**src/rtl/stride_pf_pkg.sv**
```systemverilog
package stride_pf_pkg;
    localparam int CONF_W    = 2;
    localparam int CONF_MAX  = 3;
    localparam int CONF_FIRE = 2;

    typedef enum logic {
        S_IDLE  = 1'b0,
        S_ISSUE = 1'b1
    } issue_state_e;
endpackage

```
**src/rtl/stride_table.sv**
```systemverilog
module stride_table
    import stride_pf_pkg::*;
#(
    parameter int PC_W   = 32,
    parameter int ADDR_W = 32,
    parameter int IDX_W  = 4,
    parameter int TAG_W  = 8,
    parameter int DIST   = 4
) (
    input  logic              clk,
    input  logic              rst_n,
    input  logic              ld_valid,
    input  logic [PC_W-1:0]   ld_pc,
    input  logic [ADDR_W-1:0] ld_addr,
    output logic              trig,
    output logic [ADDR_W-1:0] trig_first,
    output logic [ADDR_W-1:0] trig_stride
);
    localparam int ENTRIES = 1 << IDX_W;

    logic              vld_q    [ENTRIES];
    logic [TAG_W-1:0]  tag_q    [ENTRIES];
    logic [ADDR_W-1:0] last_q   [ENTRIES];
    logic [ADDR_W-1:0] stride_q [ENTRIES];
    logic [CONF_W-1:0] conf_q   [ENTRIES];

    logic [IDX_W-1:0]  idx;
    logic [TAG_W-1:0]  tag;
    logic              hit;
    logic              same;
    logic [ADDR_W-1:0] new_stride;
    logic [CONF_W-1:0] conf_nxt;

    always_comb begin
        idx        = ld_pc[IDX_W-1:0];
        tag        = ld_pc[IDX_W+TAG_W-1:IDX_W];
        hit        = vld_q[idx] && (tag_q[idx] == tag);
        new_stride = ld_addr - last_q[idx];
        same       = (new_stride == stride_q[idx]);
        if (same)
            conf_nxt = (conf_q[idx] == CONF_W'(CONF_MAX)) ? conf_q[idx] : conf_q[idx] + 1'b1;
        else
            conf_nxt = (conf_q[idx] == '0) ? conf_q[idx] : conf_q[idx] - 1'b1;
        trig        = ld_valid && hit && same && (conf_nxt >= CONF_W'(CONF_FIRE))
                      && (new_stride != '0);
        trig_first  = ld_addr + ADDR_W'(DIST) * new_stride;
        trig_stride = new_stride;
    end

    always_ff @(posedge clk) begin
        if (!rst_n) begin
            for (int i = 0; i < ENTRIES; i++) begin
                vld_q[i]    <= 1'b0;
                tag_q[i]    <= '0;
                last_q[i]   <= '0;
                stride_q[i] <= '0;
                conf_q[i]   <= '0;
            end
        end else if (ld_valid) begin
            last_q[idx] <= ld_addr;
            if (!hit) begin
                vld_q[idx]    <= 1'b1;
                tag_q[idx]    <= tag;
                stride_q[idx] <= '0;
                conf_q[idx]   <= '0;
            end else begin
                stride_q[idx] <= new_stride;
                conf_q[idx]   <= conf_nxt;
            end
        end
    end

    // a freshly written entry starts with zero confidence
    p_alloc_clears_r2: assert property (@(posedge clk) disable iff (!rst_n)
        ld_valid && !hit |=> conf_q[$past(idx)] == '0);
endmodule

```
**src/rtl/pf_queue.sv**
```systemverilog
module pf_queue #(
    parameter int W     = 64,
    parameter int DEPTH = 4
) (
    input  logic         clk,
    input  logic         rst_n,
    input  logic         push,
    input  logic [W-1:0] push_data,
    input  logic         pop,
    output logic [W-1:0] head,
    output logic         empty,
    output logic         full
);
    localparam int PTR_W = (DEPTH > 1) ? $clog2(DEPTH) : 1;
    localparam int CNT_W = $clog2(DEPTH + 1);

    logic [W-1:0]     mem_q [DEPTH];
    logic [PTR_W-1:0] wr_q, rd_q;
    logic [CNT_W-1:0] cnt_q;
    logic             do_push, do_pop;

    assign empty   = (cnt_q == '0);
    assign full    = (cnt_q == CNT_W'(DEPTH));
    assign do_push = push && !full;
    assign do_pop  = pop && !empty;
    assign head    = mem_q[rd_q];

    always_ff @(posedge clk) begin
        if (!rst_n) begin
            wr_q  <= '0;
            rd_q  <= '0;
            cnt_q <= '0;
            for (int i = 0; i < DEPTH; i++) mem_q[i] <= '0;
        end else begin
            if (do_push) begin
                mem_q[wr_q] <= push_data;
                wr_q <= (wr_q == PTR_W'(DEPTH - 1)) ? '0 : wr_q + 1'b1;
            end
            if (do_pop)
                rd_q <= (rd_q == PTR_W'(DEPTH - 1)) ? '0 : rd_q + 1'b1;
            cnt_q <= cnt_q + CNT_W'(do_push) - CNT_W'(do_pop);
        end
    end

    p_no_overflow_r9: assert property (@(posedge clk) disable iff (!rst_n)
        cnt_q <= CNT_W'(DEPTH));
    p_drop_when_full_r9: assert property (@(posedge clk) disable iff (!rst_n)
        push && full |=> cnt_q <= $past(cnt_q));
    // no trigger with a zero step ever reaches the queue
    p_nonzero_stride_r7: assert property (@(posedge clk) disable iff (!rst_n)
        push |-> push_data[W/2-1:0] != '0);
endmodule

```
**src/rtl/pf_issue.sv**
```systemverilog
module pf_issue
    import stride_pf_pkg::*;
#(
    parameter int ADDR_W = 32,
    parameter int DEGREE = 2
) (
    input  logic              clk,
    input  logic              rst_n,
    input  logic              q_empty,
    input  logic [ADDR_W-1:0] q_first,
    input  logic [ADDR_W-1:0] q_stride,
    output logic              q_pop,
    input  logic              pf_ready,
    output logic              pf_valid,
    output logic [ADDR_W-1:0] pf_addr
);
    localparam int CNT_W = $clog2(DEGREE + 1);

    issue_state_e      state_q, state_d;
    logic [ADDR_W-1:0] cur_q, step_q;
    logic [CNT_W-1:0]  cnt_q;
    logic              last_one;

    assign last_one = (cnt_q == CNT_W'(DEGREE - 1));

    always_ff @(posedge clk) begin
        if (!rst_n) state_q <= S_IDLE;
        else        state_q <= state_d;
    end

    always_comb begin
        state_d  = state_q;
        q_pop    = 1'b0;
        pf_valid = 1'b0;
        unique case (state_q)
            S_IDLE: begin
                if (!q_empty) begin
                    q_pop   = 1'b1;
                    state_d = S_ISSUE;
                end
            end
            S_ISSUE: begin
                pf_valid = 1'b1;
                if (pf_ready && last_one) state_d = S_IDLE;
            end
        endcase
    end

    assign pf_addr = cur_q;

    always_ff @(posedge clk) begin
        if (!rst_n) begin
            cur_q  <= '0;
            step_q <= '0;
            cnt_q  <= '0;
        end else if (q_pop) begin
            cur_q  <= q_first;
            step_q <= q_stride;
            cnt_q  <= '0;
        end else if (pf_valid && pf_ready && !last_one) begin
            cur_q <= cur_q + step_q;
            cnt_q <= cnt_q + 1'b1;
        end
    end

    p_hold_addr_r8: assert property (@(posedge clk) disable iff (!rst_n)
        pf_valid && !pf_ready |=> pf_valid && $stable(pf_addr));
    p_burst_len_r6: assert property (@(posedge clk) disable iff (!rst_n)
        pf_valid |-> cnt_q < CNT_W'(DEGREE));
    // consecutive requests of one burst are one step apart
    p_step_r6: assert property (@(posedge clk) disable iff (!rst_n)
        pf_valid && pf_ready && !last_one |=> pf_addr == $past(pf_addr) + step_q);
endmodule

```
**src/rtl/stride_prefetcher.sv**
```systemverilog
module stride_prefetcher #(
    parameter int PC_W   = 32,
    parameter int ADDR_W = 32,
    parameter int IDX_W  = 4,
    parameter int TAG_W  = 8,
    parameter int DIST   = 4,
    parameter int DEGREE = 2,
    parameter int QDEPTH = 4
) (
    input  logic              clk,
    input  logic              rst_n,
    input  logic              ld_valid,
    input  logic [PC_W-1:0]   ld_pc,
    input  logic [ADDR_W-1:0] ld_addr,
    output logic              pf_valid,
    input  logic              pf_ready,
    output logic [ADDR_W-1:0] pf_addr
);
    localparam int QW = 2 * ADDR_W;

    logic              trig;
    logic [ADDR_W-1:0] trig_first, trig_stride;
    logic [QW-1:0]     q_head;
    logic              q_empty, q_full, q_pop;

    stride_table #(
        .PC_W(PC_W), .ADDR_W(ADDR_W), .IDX_W(IDX_W), .TAG_W(TAG_W), .DIST(DIST)
    ) u_table (
        .clk(clk), .rst_n(rst_n), .ld_valid(ld_valid), .ld_pc(ld_pc),
        .ld_addr(ld_addr), .trig(trig), .trig_first(trig_first),
        .trig_stride(trig_stride)
    );

    pf_queue #(.W(QW), .DEPTH(QDEPTH)) u_queue (
        .clk(clk), .rst_n(rst_n), .push(trig),
        .push_data({trig_first, trig_stride}), .pop(q_pop),
        .head(q_head), .empty(q_empty), .full(q_full)
    );

    pf_issue #(.ADDR_W(ADDR_W), .DEGREE(DEGREE)) u_issue (
        .clk(clk), .rst_n(rst_n), .q_empty(q_empty),
        .q_first(q_head[QW-1:ADDR_W]), .q_stride(q_head[ADDR_W-1:0]),
        .q_pop(q_pop), .pf_ready(pf_ready), .pf_valid(pf_valid), .pf_addr(pf_addr)
    );

    // no request is offered in the first cycle after reset
    p_reset_idle_r1: assert property (@(posedge clk)
        !rst_n |=> !pf_valid);
endmodule

```
**config.mk**
```make
export PLATFORM = sky130hd
export DESIGN_NAME = stride_prefetcher
export DESIGN_NICKNAME = d
export VERILOG_FILES = /design/src/rtl/stride_pf_pkg.sv /design/src/rtl/stride_table.sv /design/src/rtl/pf_queue.sv /design/src/rtl/pf_issue.sv /design/src/rtl/stride_prefetcher.sv
export SDC_FILE = /design/constraint.sdc
export NUM_CORES = 2
export LEC_CHECK = 0
export BUFFER_PORTS_ARGS = -buffer_cell sky130_fd_sc_hd__buf_2
export CAP_MARGIN = 40
export CORE_MARGIN = 1.5
export CORE_UTILIZATION = 30
export DETAILED_ROUTE_END_ITERATION = 16
export SYNTH_ARGS = -nofsm -noshare
export SYNTH_HDL_FRONTEND = slang
export SYNTH_SLANG_ARGS = --single-unit
```
**constraint.sdc**
```tcl
create_clock -name clk -period 20.4 [get_ports clk]
set_input_delay 1.02 -clock clk [delete_from_list [all_inputs] [get_ports clk]]
set_output_delay 1.02 -clock clk [all_outputs]
set_load 0.005 [all_outputs]
```
==> impl_metrics.ini <==
[logic_synthesis]
synth_compound_area_share_pct = 4.35
avgSynthCellArea_um2 = 13.9
yosysMostFrequentCell = edfxtp_1
ys_ff_latch = 1532
yosys_warnings = 0
synthCells = 5254
yosys.area_share.adder_pct = 1.76
yosysUniqueCellTypes = 87
synth-simple-area-share_pct = 14.2
syn-cell-area_mm2 = 0.0729
async_flop_share_pct = 0
ys_seq_area_share_pct = 61.9
synth-edff-count = 1440
synth_fp_nets = 5421
synth_top_family_by_area = simple AND/OR/NAND/NOR gates
synth-main-ff-cell = edfxtp_1
netlist.area_leader.share_pct = 59.3
synthMuxAreaShare_pct = 13.3
synth_area_leader_cell = edfxtp_1
synth_commonest_cells = 1440 x edfxtp_1, 658 x nor2_1, 418 x mux4_2, 373 x clkbuf_1, 342 x and3_1
yosys-top-cells-area = edfxtp_1 59%, mux4_2 13%, nor2_1 3.4%, and3_1 2.9%, dfxtp_1 2.5%
synth_xor_area_share_pct = 1.44

[cells_and_area]
areaGrowthSynthToFinish_pct = 12.6
drive_gt1_share_pct = 18.1
multi_input_area_mm2 = 0.0258
final-seq-area_mm2 = 0.0451
final_nets = 5310
fillCellCount = 23209
design_area_mm2 = 0.0820

[die]
die_h_um = 496
fp.dieW_um = 496
placementRows = 180
die_area_mm2 = 0.246
ios = 101
start_util_pct = 30.2
core_area_mm2 = 0.241

[clocking]
post_cts_buffers = 0
cts-resized-gates = 0
clk_pin_slew_worst_paths_ns = 0.06
cts_tree = built
htreeDepth = 4
clock_latency_ns = 0.85
clkSinkCount = 1532
cts_hold_buf = 0
numCtsBuffers = 156
root_buffer = clkbuf_16
cts_max_path_buffers = 3

[grt]
grt.overflow.total = 0
grt_max_degree = 174
grt_pass1_wl_um = 317000
grt_pass1_vias = 45697
antenna_found_initial = 27
track_usage_pct = 17.6

[pwr]
clock_power_share_pct = 33.9
worst_ir_drop_vdd_v = 0.0000652
combPwrFrac_pct = 21.7
p_leak_uw = 0.0286
power_per_cell_area_mw_per_mm2 = 103
swShare_pct = 30.4
seq_power_share_pct = 44.3
finalPower_uw = 8410
netSwitchingPower_uw = 2560
intPower_uw = 5850

[routing]
drt-initial-drc-count = 5680
drcViolationCount = 0
wire_per_inst_um = 25.9
wl_um = 220000
viasPerCell = 5.46
drt_first_pass_iters = 5
vias = 46186
detail-route-antenna-nets = 0

[timing]
holdWs_ns = 0.452
max_slew_margin_pct = 34.7
fin_tns_setup_ns = 0
clock-skew-final_ns = 0.0777
finalCritPeriodShare_pct = 47.6
min_period_ns = 9.71
final_max_slew_viol_count = 0
finalSetupViolations = 0
worst_slew_pin_slew_ns = 0.980
rsz0062_at_grt = no
max_clock_freq_mhz = 103
hold_viol = 0

[critical_path]
cp-start-kind = input pin
cp_data_required_time_ns = 20.82
endpoint_kind = register
critPathArrivalTime_ns = 10.14
r2r_cells = 19
path_max_fanout = 173
critical_path_class = input pin to register

[place]
gp_congestion = 0.912
port_buffers = 80
placed_area_mm2 = 0.0769
dp_hpwl_um = 135000

[hold_path]
worstHoldPathCells = 1
hold_path_class = register to register

[outcome]
status = completed

[flow_run]
maxCapViolCount = 0
## flip-flops by register name, summed over array words and instances (netlist names), 3 cells and up, named ones only
signal            count
u_table.last_q      512
u_table.stride_q    512
u_queue.mem_q       256
u_table.tag_q       128
u_issue.pf_addr      32
u_issue.step_q       32
u_table.conf_q       32
u_table.vld_q        16
u_queue.cnt_q         3
## cells in the final DEF, fill, tap and decap left out, types with 30 or more instances in the layout
master	count
o21ai_0	75
and3_1	342
and2_1	269
buf_4	107
buf_2	76
xor2_1	34
a21oi_1	146
nand2_1	208
nand3_1	36
nor4_1	206
inv_1	98
a21o_1	67
edfxtp_1	1440
clkbuf_16	157
ha_1	95
nand2b_1	30
nor3_1	121
clkbuf_1	39
nor2_1	645
clkinv_1	35
mux4_2	418
dfxtp_1	90
xnor2_1	67
## layout make-up
type,count,share of cell area (%)
Antenna cell,5,0.0153
Clock buffer,202,5.07
Clock inverter,88,1.11
Inverter,102,0.476
Multi-Input combinational cell,3146,31.5
Sequential cell,1532,55.0
Tap cell,3185,4.86
Timing Repair Buffer,205,1.99
## cell families after synthesis
family	count (synthesis)
xor+xnor	109
buf+inv	576
fa+ha+maj	100
simple gates	2015
mux	444
flops	1532
compound gates	478
## worst paths after layout
kind	start	endpoint	slack [ns]
worst min register to register	u_table.vld_q[13]	u_table.vld_q[13]	0.45
worst min-delay path	u_table.vld_q[13]	u_table.vld_q[13]	0.45
worst max-delay path	ld_pc[1]	u_queue.mem_q[3][49]	10.69
worst max register to register	u_table.last_q[11][4]	u_queue.mem_q[3][49]	12.31
## per-layer routing
layer  wire length, µm  global-route usage, %
met1             86900                   22.7
met2            108000                   30.0
met3             17200                   2.79
met4              7000                   5.89
met5                67                      0
## worst max-delay path, cell delays in order
cell	delay (ns)
buf_8	0.46
buf_4	0.55
buf_4	0.70
mux4_2	0.43
mux4_2	0.47
inv_1	0.17
ha_1	0.38
a2111o_1	0.48
a311oi_4	0.47
or4_1	0.20
or3b_2	0.56
inv_1	0.31
xnor2_1	0.19
nand2_1	0.08
a311oi_1	0.28
nand4_1	0.13
nor4b_1	0.29
or4b_4	0.54
buf_16	0.23
buf_12	0.30
o21ai_4	0.80
buf_4	0.71
## power by group through the flow
stage | Combinational [µW] | Clock (µW) | Sequential (µW)
floorplan | 1190 | 0 | 3760
global placement | 1780 | 0 | 3790
detailed placement | 1810 | 0 | 3800
CTS | 1820 | 2890 | 3730
global route | 1960 | 3010 | 3750
finish | 1830 | 2850 | 3730
## per-stage QoR
| step | instances | setup WS, ns | util, % |
|---|---|---|---|
| 2_1_floorplan | 5254 | 7.32 | - |
| 3_3_place_gp | 8148 | 9.60 | 31.8 |
| 3_5_place_dp | 8169 | 10.04 | 31.9 |
| 4_1_cts | 8459 | 10.89 | 34.0 |
| 5_1_grt | 8464 | 10.45 | 34.0 |
| 6_report | 8465 | 10.69 | 34.0 |
Power figures use the tool's default switching activity.
